### src/rtl/pit_pkg.sv
package pit_pkg;

  // control word field positions (decoded by the channel and its neighbours)
  localparam int SEL_LSB  = 6;
  localparam int ACC_LSB  = 4;
  localparam int MODE_LSB = 1;
  localparam int BCD_BIT  = 0;

  localparam logic [1:0] SEL_READBACK = 2'd3;
  localparam logic [1:0] ACC_LATCH    = 2'd0;
  localparam logic [1:0] ACC_LOHI     = 2'd3;

  typedef enum logic [2:0] {
    MODE_TC     = 3'd0,
    MODE_RATE   = 3'd2,
    MODE_SQUARE = 3'd3
  } timerMode_e;

  typedef struct packed {
    logic       loadLo;
    logic       loadHi;
    logic       snap;
    logic       tickStep;
    logic       readMsb;
    logic       useLatch;
    timerMode_e mode;
  } pitStrobes_t;

endpackage

### src/rtl/pit_ctrl.sv
module pit_ctrl
  import pit_pkg::*;
#(
  parameter int DATA_W   = 8,
  parameter int CHAN_SEL = 0
) (
  input  logic              clk,
  input  logic              rstN,
  input  logic              ctrlWr,
  input  logic              dataWr,
  input  logic              dataRd,
  input  logic              tickEn,
  input  logic [DATA_W-1:0] wrData,
  input  logic              countIsOne,
  input  logic              loNonZero,
  output pitStrobes_t       stb,
  output logic              errReadBack,
  output logic              errAccess,
  output logic              errMode
);

  localparam logic [1:0] MY_SEL = 2'(CHAN_SEL);

  logic [1:0] selF, accF;
  logic [2:0] modeF;
  logic       bcdF;
  logic       ctrlHit, latchCmd, progCmd, accOk, modeOk;
  logic       wrPtrMsb, rdPtrMsb, latchHeld, running;
  timerMode_e modeReg;
  logic       snap, loadLo, loadHi, tickStep, startRun;

  assign selF  = wrData[SEL_LSB+:2];
  assign accF  = wrData[ACC_LSB+:2];
  assign modeF = wrData[MODE_LSB+:3];
  assign bcdF  = wrData[BCD_BIT];

  assign ctrlHit  = ctrlWr && (selF == MY_SEL) && (selF != SEL_READBACK);
  assign latchCmd = ctrlHit && (accF == ACC_LATCH);
  assign progCmd  = ctrlHit && (accF != ACC_LATCH);
  assign accOk    = (accF == ACC_LOHI) && !bcdF;
  assign modeOk   = (modeF == MODE_TC) || (modeF == MODE_RATE) || (modeF == MODE_SQUARE);

  assign snap     = latchCmd && !latchHeld;
  assign loadLo   = dataWr && !wrPtrMsb;
  assign loadHi   = dataWr && wrPtrMsb;
  assign tickStep = tickEn && running && !dataWr;
  assign startRun = (wrData != '0) || loNonZero;

  always_ff @(posedge clk) begin
    if (!rstN) begin
      wrPtrMsb    <= 1'b0;
      rdPtrMsb    <= 1'b0;
      latchHeld   <= 1'b0;
      running     <= 1'b0;
      modeReg     <= MODE_TC;
      errReadBack <= 1'b0;
      errAccess   <= 1'b0;
      errMode     <= 1'b0;
    end else begin
      if (ctrlWr && selF == SEL_READBACK) errReadBack <= 1'b1;
      if (progCmd && !accOk)  errAccess <= 1'b1;
      if (progCmd && !modeOk) errMode   <= 1'b1;
      if (progCmd && accOk && modeOk) modeReg <= timerMode_e'(modeF);

      if (snap) begin
        latchHeld <= 1'b1;
        rdPtrMsb  <= 1'b0;
      end else if (dataRd) begin
        rdPtrMsb <= !rdPtrMsb;
        if (latchHeld && rdPtrMsb) latchHeld <= 1'b0;
      end

      if (dataWr) wrPtrMsb <= !wrPtrMsb;

      if (loadLo)                                             running <= 1'b0;
      else if (loadHi)                                        running <= startRun;
      else if (tickStep && modeReg == MODE_TC && countIsOne)  running <= 1'b0;
    end
  end

  always_comb begin
    stb.loadLo   = loadLo;
    stb.loadHi   = loadHi;
    stb.snap     = snap;
    stb.tickStep = tickStep;
    stb.readMsb  = rdPtrMsb;
    stb.useLatch = latchHeld;
    stb.mode     = modeReg;
  end

  AST_WAIT_MSB_HALTED: assert property (@(posedge clk) disable iff (!rstN)
    wrPtrMsb |-> !running);
  AST_LATCH_RELEASE: assert property (@(posedge clk) disable iff (!rstN)
    latchHeld && dataRd && rdPtrMsb |=> !latchHeld);
  AST_LATCH_HOLDS: assert property (@(posedge clk) disable iff (!rstN)
    latchHeld && !dataRd |=> latchHeld && $stable(rdPtrMsb));
  AST_RB_STICKY: assert property (@(posedge clk) disable iff (!rstN)
    errReadBack |=> errReadBack);

endmodule

### src/rtl/pit_datapath.sv
module pit_datapath
  import pit_pkg::*;
#(
  parameter int DATA_W = 8
) (
  input  logic              clk,
  input  logic              rstN,
  input  pitStrobes_t       stb,
  input  logic [DATA_W-1:0] wrData,
  output logic [DATA_W-1:0] rdData,
  output logic              timerOut,
  output logic              countIsOne,
  output logic              loNonZero
);

  localparam int CNT_W = 2 * DATA_W;

  logic [CNT_W-1:0] count, period, latchReg, halfMark, readSrc;
  logic             outReg;

  assign countIsOne = (count == CNT_W'(1));
  assign loNonZero  = (count[DATA_W-1:0] != '0);
  assign halfMark   = (period >> 1) + CNT_W'(1);
  assign readSrc    = stb.useLatch ? latchReg : count;
  assign rdData     = stb.readMsb ? readSrc[CNT_W-1:DATA_W] : readSrc[DATA_W-1:0];
  assign timerOut   = outReg;

  always_ff @(posedge clk) begin
    if (!rstN) begin
      count    <= '0;
      period   <= '0;
      latchReg <= '0;
      outReg   <= 1'b0;
    end else begin
      if (stb.snap) latchReg <= count;
      if (stb.loadLo) begin
        count[DATA_W-1:0] <= wrData;
        outReg            <= 1'b0;
      end else if (stb.loadHi) begin
        count[CNT_W-1:DATA_W] <= wrData;
        period                <= {wrData, count[DATA_W-1:0]};
        outReg                <= (stb.mode != MODE_TC);
      end else if (stb.tickStep) begin
        case (stb.mode)
          MODE_RATE: begin
            if (countIsOne) begin
              count  <= period;
              outReg <= 1'b0;
            end else begin
              count  <= count - CNT_W'(1);
              outReg <= 1'b1;
            end
          end
          MODE_SQUARE: begin
            if (countIsOne) begin
              count  <= period;
              outReg <= 1'b1;
            end else begin
              count <= count - CNT_W'(1);
              if (count == halfMark) outReg <= 1'b0;
            end
          end
          default: begin
            count <= count - CNT_W'(1);
            if (countIsOne) outReg <= 1'b1;
          end
        endcase
      end
    end
  end

  AST_TC_OUT_HIGH: assert property (@(posedge clk) disable iff (!rstN)
    stb.tickStep && stb.mode == MODE_TC && countIsOne |=> timerOut && count == '0);
  AST_IDLE_HOLD: assert property (@(posedge clk) disable iff (!rstN)
    !stb.tickStep && !stb.loadLo && !stb.loadHi |=> $stable(count));
  AST_PERIODIC_NONZERO: assert property (@(posedge clk) disable iff (!rstN)
    stb.tickStep && stb.mode != MODE_TC |=> count != '0);

endmodule

### src/rtl/pit_counter_channel.sv
module pit_counter_channel
  import pit_pkg::*;
#(
  parameter int DATA_W   = 8,
  parameter int CHAN_SEL = 0
) (
  input  logic              clk,
  input  logic              rstN,
  input  logic              ctrlWr,
  input  logic              dataWr,
  input  logic              dataRd,
  input  logic [DATA_W-1:0] wrData,
  input  logic              tickEn,
  output logic [DATA_W-1:0] rdData,
  output logic              timerOut,
  output logic              errReadBack,
  output logic              errAccess,
  output logic              errMode
);

  pitStrobes_t stb;
  logic        countIsOne, loNonZero;

  pit_ctrl #(.DATA_W(DATA_W), .CHAN_SEL(CHAN_SEL)) ctrl_i (
    .clk(clk), .rstN(rstN), .ctrlWr(ctrlWr), .dataWr(dataWr), .dataRd(dataRd),
    .tickEn(tickEn), .wrData(wrData), .countIsOne(countIsOne), .loNonZero(loNonZero),
    .stb(stb), .errReadBack(errReadBack), .errAccess(errAccess), .errMode(errMode)
  );

  pit_datapath #(.DATA_W(DATA_W)) dp_i (
    .clk(clk), .rstN(rstN), .stb(stb), .wrData(wrData), .rdData(rdData),
    .timerOut(timerOut), .countIsOne(countIsOne), .loNonZero(loNonZero)
  );

endmodule

### config.mk
export PLATFORM = sky130hd
export DESIGN_NAME = pit_counter_channel
export DESIGN_NICKNAME = d
export VERILOG_FILES = /design/src/rtl/pit_pkg.sv /design/src/rtl/pit_ctrl.sv /design/src/rtl/pit_datapath.sv /design/src/rtl/pit_counter_channel.sv
export SDC_FILE = /design/constraint.sdc
export NUM_CORES = 1
export LEC_CHECK = 0
export BUFFER_PORTS_ARGS = -buffer_cell sky130_fd_sc_hd__buf_2
export CORE_ASPECT_RATIO = 1.4
export CORE_MARGIN = 1.5
export CORE_UTILIZATION = 26
export CTS_CLUSTER_SIZE = 14
export DETAILED_ROUTE_END_ITERATION = 16
export PLACE_DENSITY_LB_ADDON = 0.05
export SLEW_MARGIN = 20
export SYNTH_ARGS = -nofsm -noshare
export SYNTH_HDL_FRONTEND = slang
export SYNTH_SLANG_ARGS = --single-unit
### constraint.sdc
create_clock -name clk -period 3.31 [get_ports clk]
set_input_delay 0.662 -clock clk [delete_from_list [all_inputs] [get_ports clk]]
set_output_delay 0.662 -clock clk [all_outputs]
set_load 0.02 [all_outputs]
==> out/metrics.yaml <==
synth_fp_nets: 481
ios: 26
clock_latency_ns: 0.33
grt-ovfl-total: 0
yosys-top-cells-area: "dfxtp_1, nand2_1, a21oi_1, mux4_2, xnor2_1"
crit_chain: "ha_1, nand4_1, buf_4, o31a_1, o21ai_1, a21oi_1, o2111ai_1, nand4b_1, a21oi_1"
synth_top_cell_by_area: "dfxtp_1"
async_reset_ff_share_pct: 0
fin_crit_ns: 2.61
portBuffers: 25
htreeDepth: 3
synth_common_cells: "nand2_1, dfxtp_1, a21oi_1"
worst_r2r_path_depth: 9
syn_to_final_growth_pct: 16.3
place_congestion: 0.782
p_leak_nw: 1.48
ys_seq_area_share_pct: 32.6
fp.dieH_microns: 143
viasPerCell: 5.06
final_nets: 488
core-area_sq_mm: 0.0135
num_rows: 50
yosys_register_bits: 59
netlist_instances: 463
final_antenna_net_count: 0
drtPass1Iterations: 6
ctsHoldBuffers: 0
fp.dieW_microns: 103
r2r_setup_slack_ns: 0.70
post-route-period-util_pct: 78.8
synth-main-ff-cell: "dfxtp_1"
finalCoreUtilization_pct: 31.2
hold_violations: 0
synth_area_sq_mm: 0.00362
power.density_mw_per_mm2: 509
crit_path_start_kind: "register"
cp_slowest_cell: "dfxtp_1"
fillers: 1492
cp.arrival_ns: 2.87
routedWlPerCell_microns: 18.7
die_area_sq_mm: 0.0147
clock_skew_ns: 0.00633
hpwl_microns: 9010
r2r-end: "dp_i.timerOut"
status: "finished, final reports clean"
clockRootBuffer: "clkbuf_16"
synth.most_common_cell: "nand2_1"
synth.avg_cell_area_sq_um: 7.82
synth.top_cell.area_share_pct: 32.6
worstPathMaxFanout: 11
grt_first_pass_wirelength_microns: 19300
antenna_found_initial: 0
drt_wl_total_microns: 12300
min-delay-start: "ctrl_i.errAccess"
drt_iter0_markers: 149
max-slew-margin-rel_pct: 52.1
clk_path_buf_depth: 2
diodes: 0
hp-class: "register to register"
rsz0062_at_grt: "false"
cts_tree: "built"
cts_post_setup_buffers_inserted: 0
reg2reg_from: "dp_i.period[1]"
cts_buffers: 9
crit_type: "register to register"
drv_slew: 0
design_power_total_mw: 2.14
whs_endpoint: "ctrl_i.errAccess"
drc: 0
grt_usage_pct: 17.9
ir_drop_mv: 0.240
synth_edf_count: 0
cp.required_ns: 3.57
start_util_pct: 26.8
endpoint_kind: "register"
synthDistinctLibCells: 62
tns_ns: 0
worst_pin_slew_ns: 0.716
drv_cap: 0
cts.sinks: 59
cts_resized: 0
clk_pin_slew_worst_paths_ns: 0.06
min_path_cells: 2
path_common_cell: "a21oi_1"
grt_max_degree: 44
grt_pass1_vias: 3304
ys_warn_count: 0
setup_viol_count_final: 0
cpPeakStageDelay_ns: 0.53
vias: 3326
drive_gt1_share_pct: 15.2
clock.fmax_ghz: 0.383
==> cell type report <==
type	instances	area (sq um)	area share, %
Clock buffer	13	260	6.18
Clock inverter	3	46.3	1.10
Inverter	9	33.8	0.802
Sequential cell	59	1180	28.0
Multi-Input combinational cell	350	2220	52.7
Tap cell	182	228	5.41
Timing Repair Buffer	41	245	5.82
==> logic make-up (layout without fill, tap and decap cells) <==
kind of cell,count (synthesis),in the layout,synth area share (%)
AOI/OAI and AO/OA,120,120,21.0
xor gates and xnor gates,29,29,7.01
adders and majority gates,4,4,1.38
buffers and inverters,54,66,6.15
DFF,59,59,32.6
muxes,11,11,5.84
and+or+nand+nor,186,186,26.0
==> placed cells by master, fill, tap and decap left out, types with 3 or more instances in the layout <==
| cell type | instances |
|---|---|
| o21ai_0 | 7 |
| a22oi_1 | 9 |
| o2111ai_1 | 3 |
| mux4_2 | 8 |
| nand3b_1 | 5 |
| o31a_1 | 4 |
| a21oi_1 | 51 |
| nor3_1 | 9 |
| xor2_1 | 13 |
| a31oi_1 | 10 |
| nand2b_1 | 6 |
| nand4_1 | 3 |
| nor2_1 | 19 |
| o211ai_1 | 15 |
| nand3_1 | 10 |
| nor4_1 | 7 |
| buf_2 | 25 |
| inv_1 | 7 |
| xnor2_1 | 16 |
| ha_1 | 4 |
| and3_1 | 3 |
| dfxtp_1 | 59 |
| clkbuf_16 | 9 |
| nand2_1 | 96 |
| o21ai_1 | 3 |
| and4_1 | 3 |
| nor2b_1 | 4 |
| buf_4 | 16 |
==> where the power goes <==
part	internal (mW)	switching [mW]
Sequential	0.739	0.0488
Clock	0.625	0.334
Combinational	0.166	0.229
==> critical path: cells and delay by family, from the launching register on <==
family	cells	cell delay, ns
DFF	1	0.53
and+or+nand+nor	2	0.34
adders and majority gates	1	0.49
buffers and inverters	1	0.22
AOI/OAI and AO/OA	5	0.98
==> per-stage QoR <==
stage / hold slack, ns / setup WS, ns / std cells / cell area (sq um)
final: 0.449 / 0.701 / 657 / 4210
after floorplan: 0.433 / 1.29 / 463 / 3620
after global routing: 0.480 / 0.523 / 657 / 4210
after detailed placement: 0.444 / 0.669 / 641 / 3910
after global placement: 0.435 / 0.646 / 641 / 3910
after CTS: 0.452 / 0.654 / 657 / 4210
==> sequential cells by signal (all words and copies together), names as in the netlist, 3 cells and up <==
| signal | flops |
|---|---|
| dp_i.period | 16 |
| dp_i.latchReg | 16 |
| dp_i.count | 16 |
| ctrl_i.modeReg | 3 |
==> worst max-delay path by stage <==
stage,start,to,slack (ns)
finish,dp_i.period[1],dp_i.timerOut,0.70
global route,dp_i.period[3],dp_i.timerOut,0.52
CTS,dp_i.period[1],dp_i.timerOut,0.65
detailed placement,dp_i.period[1],dp_i.timerOut,0.67
global placement,dp_i.period[6],dp_i.timerOut,0.65
floorplan,dataWr,dp_i.count[8],1.29
==> layer usage <==
metal / track usage [%] / share of wire [%] / vias up
met5: 0 / 0 / -
met3: 3.03 / 3.3 / 10
met4: 5.69 / 1.3 / 0
met2: 31.8 / 52 / 52
met1: 21.7 / 43 / 1594
li1: - / - / 1670
Power figures use the tool's default switching activity.
